<file path="src/rtl/spi_reply_target.sv">
module spi_reply_target #(
  parameter int NCTRL     = 4,
  parameter int T_SET     = 100,
  parameter int STAT_ADDR = 63
) (
  input  logic               clk,
  input  logic               rst_n,
  input  logic               en,
  input  logic               sclk,
  input  logic               csn,
  input  logic               sdi,
  input  logic [6:0]         stat_evt,
  output logic               sdo,
  output logic               sdo_oe,
  output logic [NCTRL*8-1:0] ctrl_o
);
  localparam int CW = $clog2(T_SET + 1);
  localparam logic [1:0] OP_WR  = 2'b01;
  localparam logic [1:0] OP_CLR = 2'b10;

  logic [2:0] sclk_p, csn_p, sdi_p;
  logic [1:0] en_p;
  logic [CW-1:0] en_cnt;
  logic ready;

  always_ff @(posedge clk or negedge rst_n) begin
    if (!rst_n) begin
      sclk_p <= 3'b000;
      csn_p  <= 3'b111;
      sdi_p  <= 3'b000;
      en_p   <= 2'b00;
    end else begin
      sclk_p <= {sclk_p[1:0], sclk};
      csn_p  <= {csn_p[1:0], csn};
      sdi_p  <= {sdi_p[1:0], sdi};
      en_p   <= {en_p[0], en};
    end
  end

  always_ff @(posedge clk or negedge rst_n) begin
    if (!rst_n)                   en_cnt <= '0;
    else if (!en_p[1])            en_cnt <= '0;
    else if (en_cnt != CW'(T_SET)) en_cnt <= en_cnt + 1'b1;
  end
  assign ready = en_p[1] && (en_cnt == CW'(T_SET));

  wire csn_fall  = csn_p[2] & ~csn_p[1];
  wire csn_rise  = ~csn_p[2] & csn_p[1];
  wire sclk_fall = sclk_p[2] & ~sclk_p[1];
  wire sclk_rise = ~sclk_p[2] & sclk_p[1];
  wire sdi_s     = sdi_p[1];

  logic        active, full, sdo_q;
  logic [3:0]  nfall;
  logic [4:0]  nrise;
  logic [15:0] rx, tx;
  logic [6:0]  status_q;
  logic [7:0]  ctrl_q [NCTRL];
  logic [7:0]  rd_val;

  wire [15:0] rx_n = {sdi_s, rx[15:1]};
  wire        gef  = |status_q;

  always_comb begin
    rd_val = 8'h00;
    if (rx_n[13:8] == 6'(STAT_ADDR)) rd_val = {1'b0, status_q};
    for (int i = 0; i < NCTRL; i++)
      if (rx_n[13:8] == 6'(i)) rd_val = ctrl_q[i];
  end

  always_ff @(posedge clk or negedge rst_n) begin
    if (!rst_n) begin
      active <= 1'b0;
      full   <= 1'b0;
      nfall  <= '0;
      nrise  <= '0;
      rx     <= '0;
      tx     <= '0;
      sdo_q  <= 1'b0;
    end else if (csn_fall && ready) begin
      active <= 1'b1;
      full   <= 1'b0;
      nfall  <= '0;
      nrise  <= '0;
      tx     <= {8'h00, status_q, gef};
      sdo_q  <= gef;
    end else if (csn_rise) begin
      active <= 1'b0;
    end else if (active) begin
      if (sclk_fall) begin
        rx    <= rx_n;
        nfall <= nfall + 1'b1;
        if (nfall == 4'd15) full <= 1'b1;
        if (nfall == 4'd7 && !full) tx[15:8] <= rd_val;
      end
      if (sclk_rise) begin
        if (nrise < 5'd16) begin
          sdo_q <= tx[nrise[3:0]];
          nrise <= nrise + 1'b1;
        end else begin
          sdo_q <= rx[0];
        end
      end
    end
  end

  wire [1:0] op     = rx[7:6];
  wire [5:0] addr   = rx[5:0];
  wire [7:0] data   = rx[15:8];
  wire       commit = csn_rise && active && ready && full && (nfall == 4'd0);
  wire       clr_fire = commit && (op == OP_CLR) && (addr == 6'(STAT_ADDR));

  always_ff @(posedge clk or negedge rst_n) begin
    if (!rst_n) status_q <= '0;
    else        status_q <= (status_q & ~(clr_fire ? data[6:0] : 7'h00)) | stat_evt;
  end

  for (genvar g = 0; g < NCTRL; g++) begin : g_ctrl
    always_ff @(posedge clk or negedge rst_n) begin
      if (!rst_n) ctrl_q[g] <= 8'h00;
      else if (commit && op == OP_WR && addr == 6'(g)) ctrl_q[g] <= data;
    end
    assign ctrl_o[g*8 +: 8] = ctrl_q[g];
  end

  assign sdo    = sdo_q;
  assign sdo_oe = active;

  // deselected (synchronized) means output released
  p_oe_released_r1: assert property (@(posedge clk) disable iff (!rst_n)
    (csn_p[1] && csn_p[2]) |-> !sdo_oe);

  // a set status bit only drops on a clear command
  p_sticky_r6: assert property (@(posedge clk) disable iff (!rst_n)
    !clr_fire |=> ((status_q & $past(status_q)) == $past(status_q)));

  // control registers move only on a committed frame
  p_ctrl_hold_r7: assert property (@(posedge clk) disable iff (!rst_n)
    !commit |=> $stable(ctrl_o));

  // no frame starts while the setup window is open
  p_no_start_r9: assert property (@(posedge clk) disable iff (!rst_n)
    (!ready && !active) |=> !active);

  // reply index never runs past the frame word
  p_rise_cnt_r2: assert property (@(posedge clk) disable iff (!rst_n)
    nrise <= 5'd16);
endmodule

</file>
<file path="config.mk">
export PLATFORM = sky130hd
export DESIGN_NAME = spi_reply_target
export DESIGN_NICKNAME = d
export VERILOG_FILES = /design/src/rtl/spi_reply_target.sv
export SDC_FILE = /design/constraint.sdc
export NUM_CORES = 1
export LEC_CHECK = 0
export ABC_AREA = 1
export BUFFER_PORTS_ARGS = -buffer_cell sky130_fd_sc_hd__buf_2
export CORE_MARGIN = 8
export CORE_UTILIZATION = 55
export CTS_BUF_LIST = sky130_fd_sc_hd__clkbuf_8
export DETAILED_ROUTE_END_ITERATION = 10
export GPL_TIMING_DRIVEN = 0
export PLACE_DENSITY = 0.84
export SETUP_SLACK_MARGIN = 0.15
export SLEW_MARGIN = 20
export SYNTH_ARGS = -nofsm -noshare
export SYNTH_HDL_FRONTEND = slang
export SYNTH_SLANG_ARGS = --single-unit
</file>
<file path="constraint.sdc">
create_clock -name clk -period 1.5 [get_ports clk]
set_input_delay 0.075 -clock clk [delete_from_list [all_inputs] [get_ports clk]]
set_output_delay 0.075 -clock clk [all_outputs]
set_load 0.1 [all_outputs]
</file>
# Word-level counts from Yosys, hierarchy flattened
# Cells that the tools add are included.
# op_classes
n_addsub,3
magnitude_cmp,2
n_eq_ne,16
mux,36
bitwise_logic,13
n_reduce_logical,32
# op_table
operator,n
8-bit 2-to-1 mux,9
7-bit 2-to-1 mux,4
5-bit 2-to-1 mux,5
6-bit by 2-bit == test with 1-bit output (second input constant),4
4-bit 2-to-1 mux,4
4-bit AND reduction,4
1-bit logical AND,14
2-bit nonzero test,7
1-bit 2-to-1 mux,13
6-bit by 1-bit == test with 1-bit output (second input constant),2
6-bit == test (second input constant),2
6-bit zero test,2
7-bit by 1-bit adder with 7-bit output (second input constant),1
7-bit AND,1
7-bit == test (second input constant),1
7-bit inequality test (second input constant),1
7-bit NOT,1
7-bit bitwise OR,1
7-bit OR reduction,1
1-bit NOT,6
3-bit AND reduction,2
5-bit by 1-bit adder with 5-bit output (second input constant),1
4-bit by 5-bit less-than comparator with 1-bit output (second input constant),1
5-bit less-than comparator (second input constant),1
other kinds (10),14
# totals
regBits,100
inputBits,13
out_inout_bits,34

# Longest topological paths before layout
# Gate-level depths: netlist of the first run.
# depth
ltp_word,12
mapped_depth,11
ltp_nobuf,10

# Worst setup path before layout of the first run
# OpenSTA, ideal clock, no wires.
# synth_timing
path_type,reg-to-reg
startpoint,"register active, in the netlist sdo_oe"
endpoint,"register ctrl_q, in the netlist ctrl_o[0]"
t_arrival_ns,1.807
required_time_ns,1.380
setup_slack_ns,-0.427
path_stages_with_launch,8
path_buffers,0
period_less_slack_ns,1.927
cell_sequence,dfrtp_1 nand2_1 nor2_1 nand2_1 nor2_4 nand4_2 nand2_1 nand2_1
# synth_between
elab_chain_cells,6
# synth_lines
element,line,rtl
start: declaration,53,"logic active, full, sdo_q;"
start signal: assignment,73,active <= 1'b0;
start signal: assignment,81,active <= 1'b1;
start signal: assignment,88,active <= 1'b0;
1-bit logical AND (4 in a row),110,wire commit = csn_rise && active && ready && full && (nfall == 4'd0);
1-bit logical AND (2 in a row),121,else if (commit && op == OP_WR && addr == 6'(g)) ctrl_q[g] <= data;
end signal: indexed assignment,121,
end: declaration,58,logic [7:0] ctrl_q [NCTRL];
# Every way passes these cells.
# A chain may end at the register's enable or synchronous reset.

# Worst setup path after layout of the first run
# layout_timing
startpoint,register en_cnt[1]
endpoint,register tx[13]
# layout_between
elab_chain_cells,5
# layout_lines
element,line,rtl
start: declaration,23,logic [CW-1:0] en_cnt;
start signal: assignment,43,else if (en_cnt != CW'(T_SET)) en_cnt <= en_cnt + 1'b1;
7-bit == test *,45,assign ready = en_p[1] && (en_cnt == CW'(T_SET));
1-bit logical AND *,45,
1-bit logical AND *,80,end else if (csn_fall && ready) begin
2-bit by 1-bit inequality test with 1-bit output (no line) / 2-bit nonzero test (equally long branches),--,
4-bit AND reduction (no line),--,
end signal: assignment,85,"tx <= {8'h00, status_q, gef};"
end signal: assignment,94,if (nfall == 4'd7 && !full) tx[15:8] <= rd_val;
end: declaration,56,"logic [15:0] rx, tx;"
# Mark *: on every way between the ends. The rest lies on a longest branch, timed or not.

==> out/results.ini, run 1 <==
[global_routing]
grt_pass1_vias=4458
antenna_found_initial=0
grt_max_degree=67
grt_pass1_wl_mm=22.4
grt-ovfl-total=0
groute.usage.overall=0.242

[drt]
post-route-drc-count=0
postRouteAntennaNets=0
vias_per_cell=5.85
drtPass1Iterations=6
vias=4669
wl_per_cell_um=18.4
drt_wl_total_mm=14.7
dr.first_iter.drc_count=520

[critical_path]
worstSetupEndpoint=tx[13]
r2r-start=en_cnt[1]
cp-startpoint=en_cnt[1]
cp.required_ns=1.77
cp.depth=12
start_kind=register
end_kind=register
critical_path.cell_chain=inv_2 -> ha_4 -> nand2_4 -> nor2_4 -> buf_4 -> nand4_1 -> buf_6 -> buf_8 -> nand3_4 -> nor2_1 -> nand2_1 -> nand2_1
cp_max_fo=8
ff2ff_path_depth=12
critical_path_class=reg2reg
critPathSlowestCell=dfrtp_1
path_common_cell=nand2_1
reg2reg_to=tx[13]
r2r_slack_ns=-0.40
max_stage_delay_ns=0.40
crit_buf_inv=4
cp_top_family=simple AND/OR/NAND/NOR gates
cp.arrival_ns=2.16

[logic_synthesis]
synth_edf_count=0
syn-cell-area_um2=4820
syn_nets=604
synth_warnings=0
async_reset_ff_frac=1.00
synth_area_leaders=dfrtp_1, nand2_1, nand4_1
synthDistinctLibCells=28
synth_top_area_share=0.504
ys_seq_elements=100
synthTopCellsByCount=nand2_1, dfrtp_1, nand4_1
synth_ff_type=dfrtp_1
synth_most_common_cell=nand2_1
seq_area_frac_synth=0.520
syn_avg_cell_area_um2=8.22
yosysTopAreaCell=dfrtp_1
syn_inst=586

[cts]
cts_inserted_buffers=9
clock_sinks=100
clock_latency_ns=0.38
clk_pin_slew_ns=0.11
cts_buffer_depth=2
cts_htree_levels=3
cts_tree=yes
cts-root-buf=clkbuf_8

[timing]
tightest_slew_ns=0.610
slew_headroom=0.594
fin_worst_skew_ns=0.0188
whs_ns=0.143
finalHoldViolCount=0
fin_ws_ns=-0.395
setup-violations-final=84
drv_slew=0
max_freq_ghz=0.528
rsz0062_at_grt=yes
finalCriticalPeriod_ns=1.90
fin_crit_sh=1.26

[pwr]
power_leakage_nw=3.14
power_density_nw_per_um2=765
ir_drop_v=0.000419

[placed_design]
dp_cells=741
io_buffer_count=46
place_congestion=0.954
dpl.hpwl_mm=9.31

[outcome]
violations=setup timing
outcome=finished with violations

[finish]
drive_gt1_frac=0.258
syn_to_final_growth_pct=27.7
nets=703
stdcell_count=798
n_antenna_cell=0
fillers=617

[floorplan]
num_rows=34
start_util=0.561
die_area_um2=12000
die_height_um=110
core_area_um2=8590
die_w_um=110
io_pins=47

[run]
drv_cap=0

[min_path]
hp-class=in2async

## kinds of logic after synthesis
kind of cell / count (synthesis) / share of synthesized area
compound gates: 58 / 0.0654
flops: 100 / 0.520
fa+ha+maj: 5 / 0.0130
simple gates: 338 / 0.326
buf+inv: 85 / 0.0758
## layout make-up
cell class,count,area [µm²],share of cell area
flip-flops and latches,100,2510,0.408
clock buffers,9,124,0.0201
inverters,62,243,0.0394
plain buffers,23,175,0.0285
well taps,108,135,0.0220
clock inverters,7,68.8,0.0112
repair buffers,88,702,0.114
multi-input cells,401,2200,0.357
## sequential cells by signal, summed over array words and instances (netlist names)
register,count
ctrl_o,32
rx,16
tx,16
en_cnt,7
status_q,7
nrise,5
nfall,4
csn_p,3
sclk_p,3
en_p,2
sdi_p,2
full,1
sdo,1
sdo_oe,1
## cell usage in the layout (no fill, tap or decap), types with 12 or more instances in the layout
cell,count
nand2_1,155
dfrtp_1,95
nor2_1,39
nand3_1,34
inv_1,55
buf_4,12
o21ai_0,19
buf_6,22
dlygate4sd3_1,12
nand2_2,15
nand4_1,59
buf_2,55
## metrics by stage
step	setup WS [ns]	cell area [µm²]	TNS, ns	total power [mW]	util
2_1_floorplan	-0.0321	4870	-1.03	2.81	-
3_3_place_gp	-0.911	5240	-71.13	2.88	0.610
3_5_place_dp	-0.307	5270	-15.79	2.90	0.614
4_1_cts	-0.229	5930	-12.93	4.67	0.690
5_1_grt	-0.468	6150	-30.39	4.85	0.716
6_report	-0.395	6150	-24.90	4.71	0.716
## worst register-to-register path, stage by stage (launching register included)
cell	delay, ns
dfrtp_1	0.40
inv_2	0.11
ha_4	0.16
nand2_4	0.05
nor2_4	0.14
buf_4	0.16
nand4_1	0.12
buf_6	0.19
buf_8	0.15
nand3_4	0.11
nor2_1	0.05
nand2_1	0.08
nand2_1	0.06
## power by group
part,internal [mW],switching [mW]
sequential,2.72,0.0156
clock,0.773,0.965
combinational,0.121,0.118
## worst min path at each step
stage                     start   endpoint  slack [ns]  depth (start not counted)
final                     rst_n   nrise[4]        0.14                          2
after global routing      rst_n   nrise[4]        0.18                          2
after CTS                 rst_n   nrise[4]        0.15                          2
after detailed placement  rst_n   nrise[4]       -0.01                          1
after global placement      csn   csn_p[0]        0.18                          1
after floorplan           rst_n  ctrl_o[0]       -0.22                          0
## metal layers
| metal | part of all wire | vias to the layer above | global-route usage |
|---|---|---|---|
| li1 | - | 2141 | - |
| met1 | 0.39 | 2226 | 0.313 |
| met2 | 0.49 | 248 | 0.391 |
| met3 | 0.080 | 54 | 0.0352 |
| met4 | 0.039 | 0 | 0.114 |
| met5 | 0 | - | 0 |
## timing repair
item	4_1_cts	5_1_grt
pin swaps	12	11
buffers inserted	17	6
setup endpoints to repair	83	89
cloned	4	2
hold endpoints to repair	108	0
gates resized for setup	43	54
hold buffers	12	0
(Power assumes the default switching activity.)
==> inputs of run 2 (changes only) <==
--- a/config.mk
+++ b/config.mk
@@ -7,12 +7,14 @@
 export LEC_CHECK = 0
 export ABC_AREA = 1
 export BUFFER_PORTS_ARGS = -buffer_cell sky130_fd_sc_hd__buf_2
+export CELL_PAD_IN_SITES_DETAIL_PLACEMENT = 1
+export CELL_PAD_IN_SITES_GLOBAL_PLACEMENT = 1
 export CORE_MARGIN = 8
-export CORE_UTILIZATION = 55
+export CORE_UTILIZATION = 42
 export CTS_BUF_LIST = sky130_fd_sc_hd__clkbuf_8
 export DETAILED_ROUTE_END_ITERATION = 10
 export GPL_TIMING_DRIVEN = 0
-export PLACE_DENSITY = 0.84
+export PLACE_DENSITY = 0.85
 export SETUP_SLACK_MARGIN = 0.15
 export SLEW_MARGIN = 20
 export SYNTH_ARGS = -nofsm -noshare
==> run 2 against run 1 <==
Compared with the run above:
- the run still ends with setup timing left
- sequential share of layout area shrank 3.4 points
- routed wire length grew 33%
- clock power is essentially flat
- sequential power is essentially flat
- power shrank 0.58%
- global-route usage shrank 0.086 points
- worst hold slack gained 0.028 ns
- combinational power shrank 21%
==> out/results.ini, run 2 (synthesis gave the netlist of run 1 again) <==
[timing]
setup-violations-final=86  ; +2.4%
finalCriticalPeriod_ns=1.90  ; +0.00322 ns
slew_headroom=0.669  ; +0.0757
rsz0062_at_grt=yes
fin_ws_ns=-0.398  ; -0.00322 ns
tightest_slew_ns=0.500  ; -0.110 ns
finalHoldViolCount=0  ; unchanged
max_freq_ghz=0.527  ; -0.17%
fin_crit_sh=1.27  ; +0.00215
drv_slew=0  ; unchanged
fin_worst_skew_ns=0.0248  ; +0.00597 ns

[critical_path]
cp.required_ns=1.77  ; about the same
start_kind=register
cp.arrival_ns=2.17  ; about the same
end_kind=register
critical_path_class=reg2reg
cp_max_fo=8  ; unchanged

[cts]
cts_buffer_depth=2  ; unchanged
cts-root-buf=clkbuf_8
clock_sinks=100  ; unchanged
cts_inserted_buffers=9  ; unchanged
cts_tree=yes
clk_pin_slew_ns=0.11  ; about the same
clock_latency_ns=0.41  ; +0.03 ns
cts_htree_levels=3  ; unchanged

[min_path]
hp-class=in2async

[outcome]
violations=setup timing
outcome=finished with violations

[pwr]
power_mw=4.68  ; -0.58%
power_leakage_nw=3.23  ; +2.8%
power_density_nw_per_um2=698  ; -8.8%
ir_drop_v=0.000862  ; +110%

[global_routing]
grt_max_degree=54  ; -19%
grt_pass1_vias=5127  ; +15%
use_met1=0.287  ; -0.0263
grt-busiest-layer=met2
groute.usage.overall=0.241  ; -0.000862
grt_use_met2=0.394  ; +0.00224
antenna_found_initial=0  ; unchanged
grt_use_met3=0.0621  ; +0.0269
grt-ovfl-total=0  ; unchanged
grt_pass1_wl_mm=27.9  ; +24%

[drt]
dr.first_iter.drc_count=496  ; -4.6%
postRouteAntennaNets=0  ; unchanged
post-route-drc-count=0  ; unchanged
wl_per_cell_um=23.4  ; +27%
drtPass1Iterations=6  ; unchanged
drt_wl_total_mm=19.6  ; +33%
vias_per_cell=5.81  ; -0.73%
vias=4873  ; +4.4%

[finish]
final_common_cell=nand2_1
drive_gt1_frac=0.361  ; +0.103
nets=710  ; +1.0%
n_antenna_cell=0  ; unchanged
syn_to_final_growth_pct=39.2
layout_common_cells=nand2_1, dfrtp_1, nand4_1
seq_area_um2=2510  ; about the same
fillers=1300  ; +110%
multiInputGateArea_um2=2540  ; +16%
post-route-util=0.593  ; -0.123
largest_reg_flops=32  ; unchanged

[floorplan]
io_pins=47  ; unchanged
start_util=0.426  ; -0.135
core_area_um2=11300  ; +32%
die_w_um=123  ; +12%
die_area_um2=15200  ; +26%
die_height_um=123  ; +12%
num_rows=39  ; +15%

[placed_design]
io_buffer_count=46  ; unchanged
place_congestion=0.971  ; +1.8%
dpl.hpwl_mm=10.5  ; +13%

[run]
drv_cap=0  ; unchanged

==> run 2: changes by cell type in the layout (fill, tap and decap cells not counted), moves of 9 or more <==
cell      delta
buf_4        +9
nand2_2     +13
clkbuf_4    +20
o21ai_2     +12
o21ai_0     -17
nand2_1     -26
nand2_4     +13
buf_2       -22
==> run 2: area by class of cell <==
cell class              instances  share of cell area
multi-input cells             401               0.378
well taps                     143              0.0267
flip-flops and latches        100               0.374
repair buffers                 95               0.127
clock buffers                  13              0.0267
inverters                      62              0.0375
clock inverters                 2             0.00131
plain buffers                  23              0.0280
==> run 2: report_power, final <==
part	internal, mW	switching, mW	leakage [nW]	total (mW)
clock	0.770	0.988	0.103	1.76
combinational	0.0757	0.112	1.80	0.188
sequential	2.72	0.0198	1.33	2.74
==> run 2: final timing paths <==
kind	startpoint	endpoint	slack, ns	cells after the start
worst max-delay path	en_cnt[0]	ctrl_o[24]	-0.40	10
worst min-delay path	rst_n	sclk_p[2]	0.17	2
worst max register to register	en_cnt[0]	ctrl_o[24]	-0.40	10
worst min register to register	en_p[0]	en_p[1]	0.36	0
max in group asynchronous	rst_n	csn_p[1]	0.68	3
min in group clk	sclk	sclk_p[0]	0.31	2
==> run 2: repair_timing <==
| item | 4_1_cts | 5_1_grt |
|---|---|---|
| gates resized for setup | 134 | 104 |
| buffers inserted | 18 | 11 |
| endpoints found under the setup margin | 86 | 106 |
| hold endpoints to repair | 58 | 0 |
| gates cloned | 7 | 0 |
| pin swaps | 21 | 18 |
| hold buffers | 12 | 0 |
==> run 2: worst max-delay path: stages (launching register included) <==
cell	delay, ns
dfrtp_1	0.44
inv_2	0.10
ha_4	0.14
nand2_4	0.05
nor2_4	0.16
nand3_4	0.14
nor2_4	0.17
buf_12	0.14
nand4_4	0.15
nand2_1	0.16
nand2_1	0.09
==> run 2: through the flow <==
| step | instances | worst slack [ns] | instance area [µm²] | hold slack [ns] | TNS (ns) |
|---|---|---|---|---|---|
| 2_1_floorplan | 586 | -0.0321 | 4870 | -0.221 | -1.03 |
| 3_3_place_gp | 775 | -1.01 | 5280 | 0.182 | -81.70 |
| 3_5_place_dp | 776 | -0.368 | 5320 | 0.0473 | -18.91 |
| 4_1_cts | 828 | -0.245 | 6260 | 0.201 | -11.23 |
| 5_1_grt | 839 | -0.420 | 6710 | 0.202 | -25.50 |
| 6_report | 839 | -0.398 | 6710 | 0.171 | -22.48 |
==> run 2: per-layer routing <==
metal / up-vias / share of wire
li1: 2157 / -
met1: 2433 / 0.40
met2: 217 / 0.50
met3: 66 / 0.060
met4: 0 / 0.039
met5: - / 0
==> inputs of run 3 (changes only) <==
--- a/config.mk
+++ b/config.mk
@@ -13,7 +13,7 @@
 export CORE_UTILIZATION = 42
 export CTS_BUF_LIST = sky130_fd_sc_hd__clkbuf_8
 export DETAILED_ROUTE_END_ITERATION = 10
-export GPL_TIMING_DRIVEN = 0
+export GPL_TIMING_DRIVEN = 1
 export PLACE_DENSITY = 0.85
 export SETUP_SLACK_MARGIN = 0.15
 export SLEW_MARGIN = 20
==> run 3 against run 2 <==
Compared with the run above:
- the flow still finishes with violations (setup timing)
- first-iteration DRC count down 10%
- final area down 1.5%
- critical path depth unchanged
- global-route usage up 0.90 points
- sequential share of layout area up 0.55 points
- routed wire length up 1.5%
- non-clock buffer count up 4
- die area unchanged
- critical endpoint unchanged
- largest power group unchanged
==> out/results.ini, run 3 (synthesis gave the netlist of run 1 again) <==
[placed_design]
place_congestion=0.915  ; -5.8%
io_buffer_count=46  ; unchanged
dpl.hpwl_mm=11.1  ; +5.8%

[finish]
layout_common_cells=nand2_1, dfrtp_1, nand4_1
n_antenna_cell=0  ; unchanged
fillers=1320  ; +1.5%
syn_to_final_growth_pct=37.1
post-route-util=0.584  ; -0.00884
final_common_cell=nand2_1
drive_gt1_frac=0.348  ; -0.0131
nets=715  ; +0.70%
largest_reg_flops=32  ; unchanged

[drt]
post-route-drc-count=0  ; unchanged
drt_wl_total_mm=19.9  ; +1.5%
wl_met2_mm=10.3  ; +6.0%
vias_per_cell=6.02  ; +3.6%
wl_per_cell_um=23.5  ; +0.76%
postRouteAntennaNets=0  ; unchanged
met1_length_mm=7.28  ; -7.7%
highest_layer=met4
dr.first_iter.drc_count=444  ; -10%
wl_met3_mm=1.29  ; +8.9%
drtPass1Iterations=5  ; -1
vias=5085  ; +4.4%

[global_routing]
grt-ovfl-total=0  ; unchanged
grt_pass1_wl_mm=29.0  ; +4.1%
antenna_found_initial=0  ; unchanged
grt_pass1_vias=5320  ; +3.8%
groute.usage.overall=0.250  ; +0.00903
grt_max_degree=36  ; -33%

[run]
drv_cap=0  ; unchanged

[floorplan]
core_area_um2=11300  ; unchanged
die_height_um=123  ; unchanged
num_rows=39  ; unchanged
io_pins=47  ; unchanged
die_w_um=123  ; unchanged
die_area_um2=15200  ; unchanged
start_util=0.426  ; unchanged

[timing]
finalHoldViolCount=0  ; unchanged
fin_crit_sh=1.23  ; -0.0387
rsz0062_at_grt=yes
fin_worst_skew_ns=0.0139  ; -0.0109 ns
slew_headroom=0.669  ; about the same
max_freq_ghz=0.543  ; +3.2%
drv_slew=0  ; unchanged
fin_ws_ns=-0.340  ; +0.0580 ns
setup-violations-final=88  ; +2.3%
finalCriticalPeriod_ns=1.84  ; -0.0580 ns
tightest_slew_ns=0.501  ; +0.000953 ns

[critical_path]
start_kind=register
reg2reg_to=ctrl_o[24]
critPathSlowestCell=dfrtp_1
ff2ff_path_depth=10  ; unchanged
worstSetupEndpoint=ctrl_o[24]
max_stage_delay_ns=0.43  ; about the same
cp_max_fo=8  ; unchanged
r2r-start=en_cnt[1]
r2r_slack_ns=-0.34  ; +0.06 ns
end_kind=register
cp-startpoint=en_cnt[1]
path_common_cell=nor2_4
critical_path.cell_chain=inv_2 -> ha_4 -> nand2_4 -> nor2_4 -> nand3_4 -> nor2_4 -> buf_12 -> nand4_4 -> nand2_2 -> nand2_1
cp.arrival_ns=2.12  ; -0.05 ns
critical_path_class=reg2reg
cp.required_ns=1.78  ; about the same

[cts]
cts_buffer_depth=2  ; unchanged
clk_pin_slew_ns=0.11  ; about the same
clock_sinks=100  ; unchanged
clock_latency_ns=0.40  ; about the same
cts-root-buf=clkbuf_8
cts_htree_levels=3  ; unchanged
cts_tree=yes
cts_inserted_buffers=9  ; unchanged

[min_path]
hp-class=in2async

[pwr]
power_density_nw_per_um2=794  ; +14%
power_leakage_nw=3.25  ; +0.56%
power_mw=5.25  ; +12%
ir_drop_v=0.000548  ; -36%

[outcome]
violations=setup timing
outcome=finished with violations

run 3: cell count changes in the layout (fill, tap and decap cells not counted), moves of 9 or more:
cell	change
buf_4	+30
o21ai_1	-10
buf_2	-11
o21ai_0	+19
nor2_2	+9
run 3: worst max-delay path: cells and delay by family, from the launching register on:
family / cells / cell delay (ns)
adder cells (fa/ha/maj): 1 / 0.14
AND/OR/NAND/NOR: 7 / 0.91
buffers and inverters: 2 / 0.25
flip-flops: 1 / 0.43
run 3: timing repair:
action | CTS | global route
resized for setup | 80 | 80
gates cloned | 1 | 0
hold endpoints to repair | 108 | 0
pin swaps | 17 | 29
setup endpoints to repair | 90 | 107
buffers inserted | 14 | 9
hold buffers | 12 | 0
run 3: how the worst min path moves through the flow:
| stage | startpoint | to | slack (ns) | cells after the start |
|---|---|---|---|---|
| global route | rst_n | nrise[0] | 0.14 | 2 |
| finish | rst_n | nrise[3] | 0.12 | 2 |
| detailed placement | rst_n | full | 0.01 | 1 |
| global placement | rst_n | nrise[1] | 0.008 | 1 |
| CTS | rst_n | nrise[4] | 0.14 | 2 |
| floorplan | rst_n | ctrl_o[0] | -0.22 | 0 |
run 3: final cells by class:
class	count	area [µm²]	share of cell area
flip-flops and latches	100	2510	0.380
multi-input cells	401	2380	0.360
repair buffers	122	1020	0.154
inverters	62	248	0.0375
well taps	143	179	0.0271
clock buffers	11	151	0.0229
clock inverters	5	106	0.0161
repair inverters	1	16.3	0.00246
run 3: through the flow:
stage / setup TNS (ns) / hold slack [ns] / setup WS [ns] / cells / cell area (µm²)
4_1_cts: -7.85 / 0.137 / -0.156 / 836 / 6270
6_report: -20.65 / 0.116 / -0.340 / 845 / 6610
2_1_floorplan: -1.03 / -0.221 / -0.0321 / 586 / 4870
3_3_place_gp: -7.23 / 0.00755 / -0.168 / 793 / 5510
5_1_grt: -27.45 / 0.137 / -0.400 / 845 / 6610
3_5_place_dp: -14.40 / 0.00975 / -0.284 / 793 / 5510
run 3: routing by layer:
layer,vias to the layer above,track usage
li1,2169,-
met4,0,0.135
met5,-,0
met1,2540,0.290
met2,280,0.430
met3,96,0.0457
run 3: report_power, final:
| group | internal, mW | switching [mW] | leakage [nW] | total, mW |
|---|---|---|---|---|
| sequential | 2.72 | 0.0160 | 1.33 | 2.73 |
| clock | 1.21 | 1.07 | 0.126 | 2.27 |
| combinational | 0.109 | 0.131 | 1.79 | 0.240 |
| total | 4.03 | 1.21 | 3.25 | 5.25 |
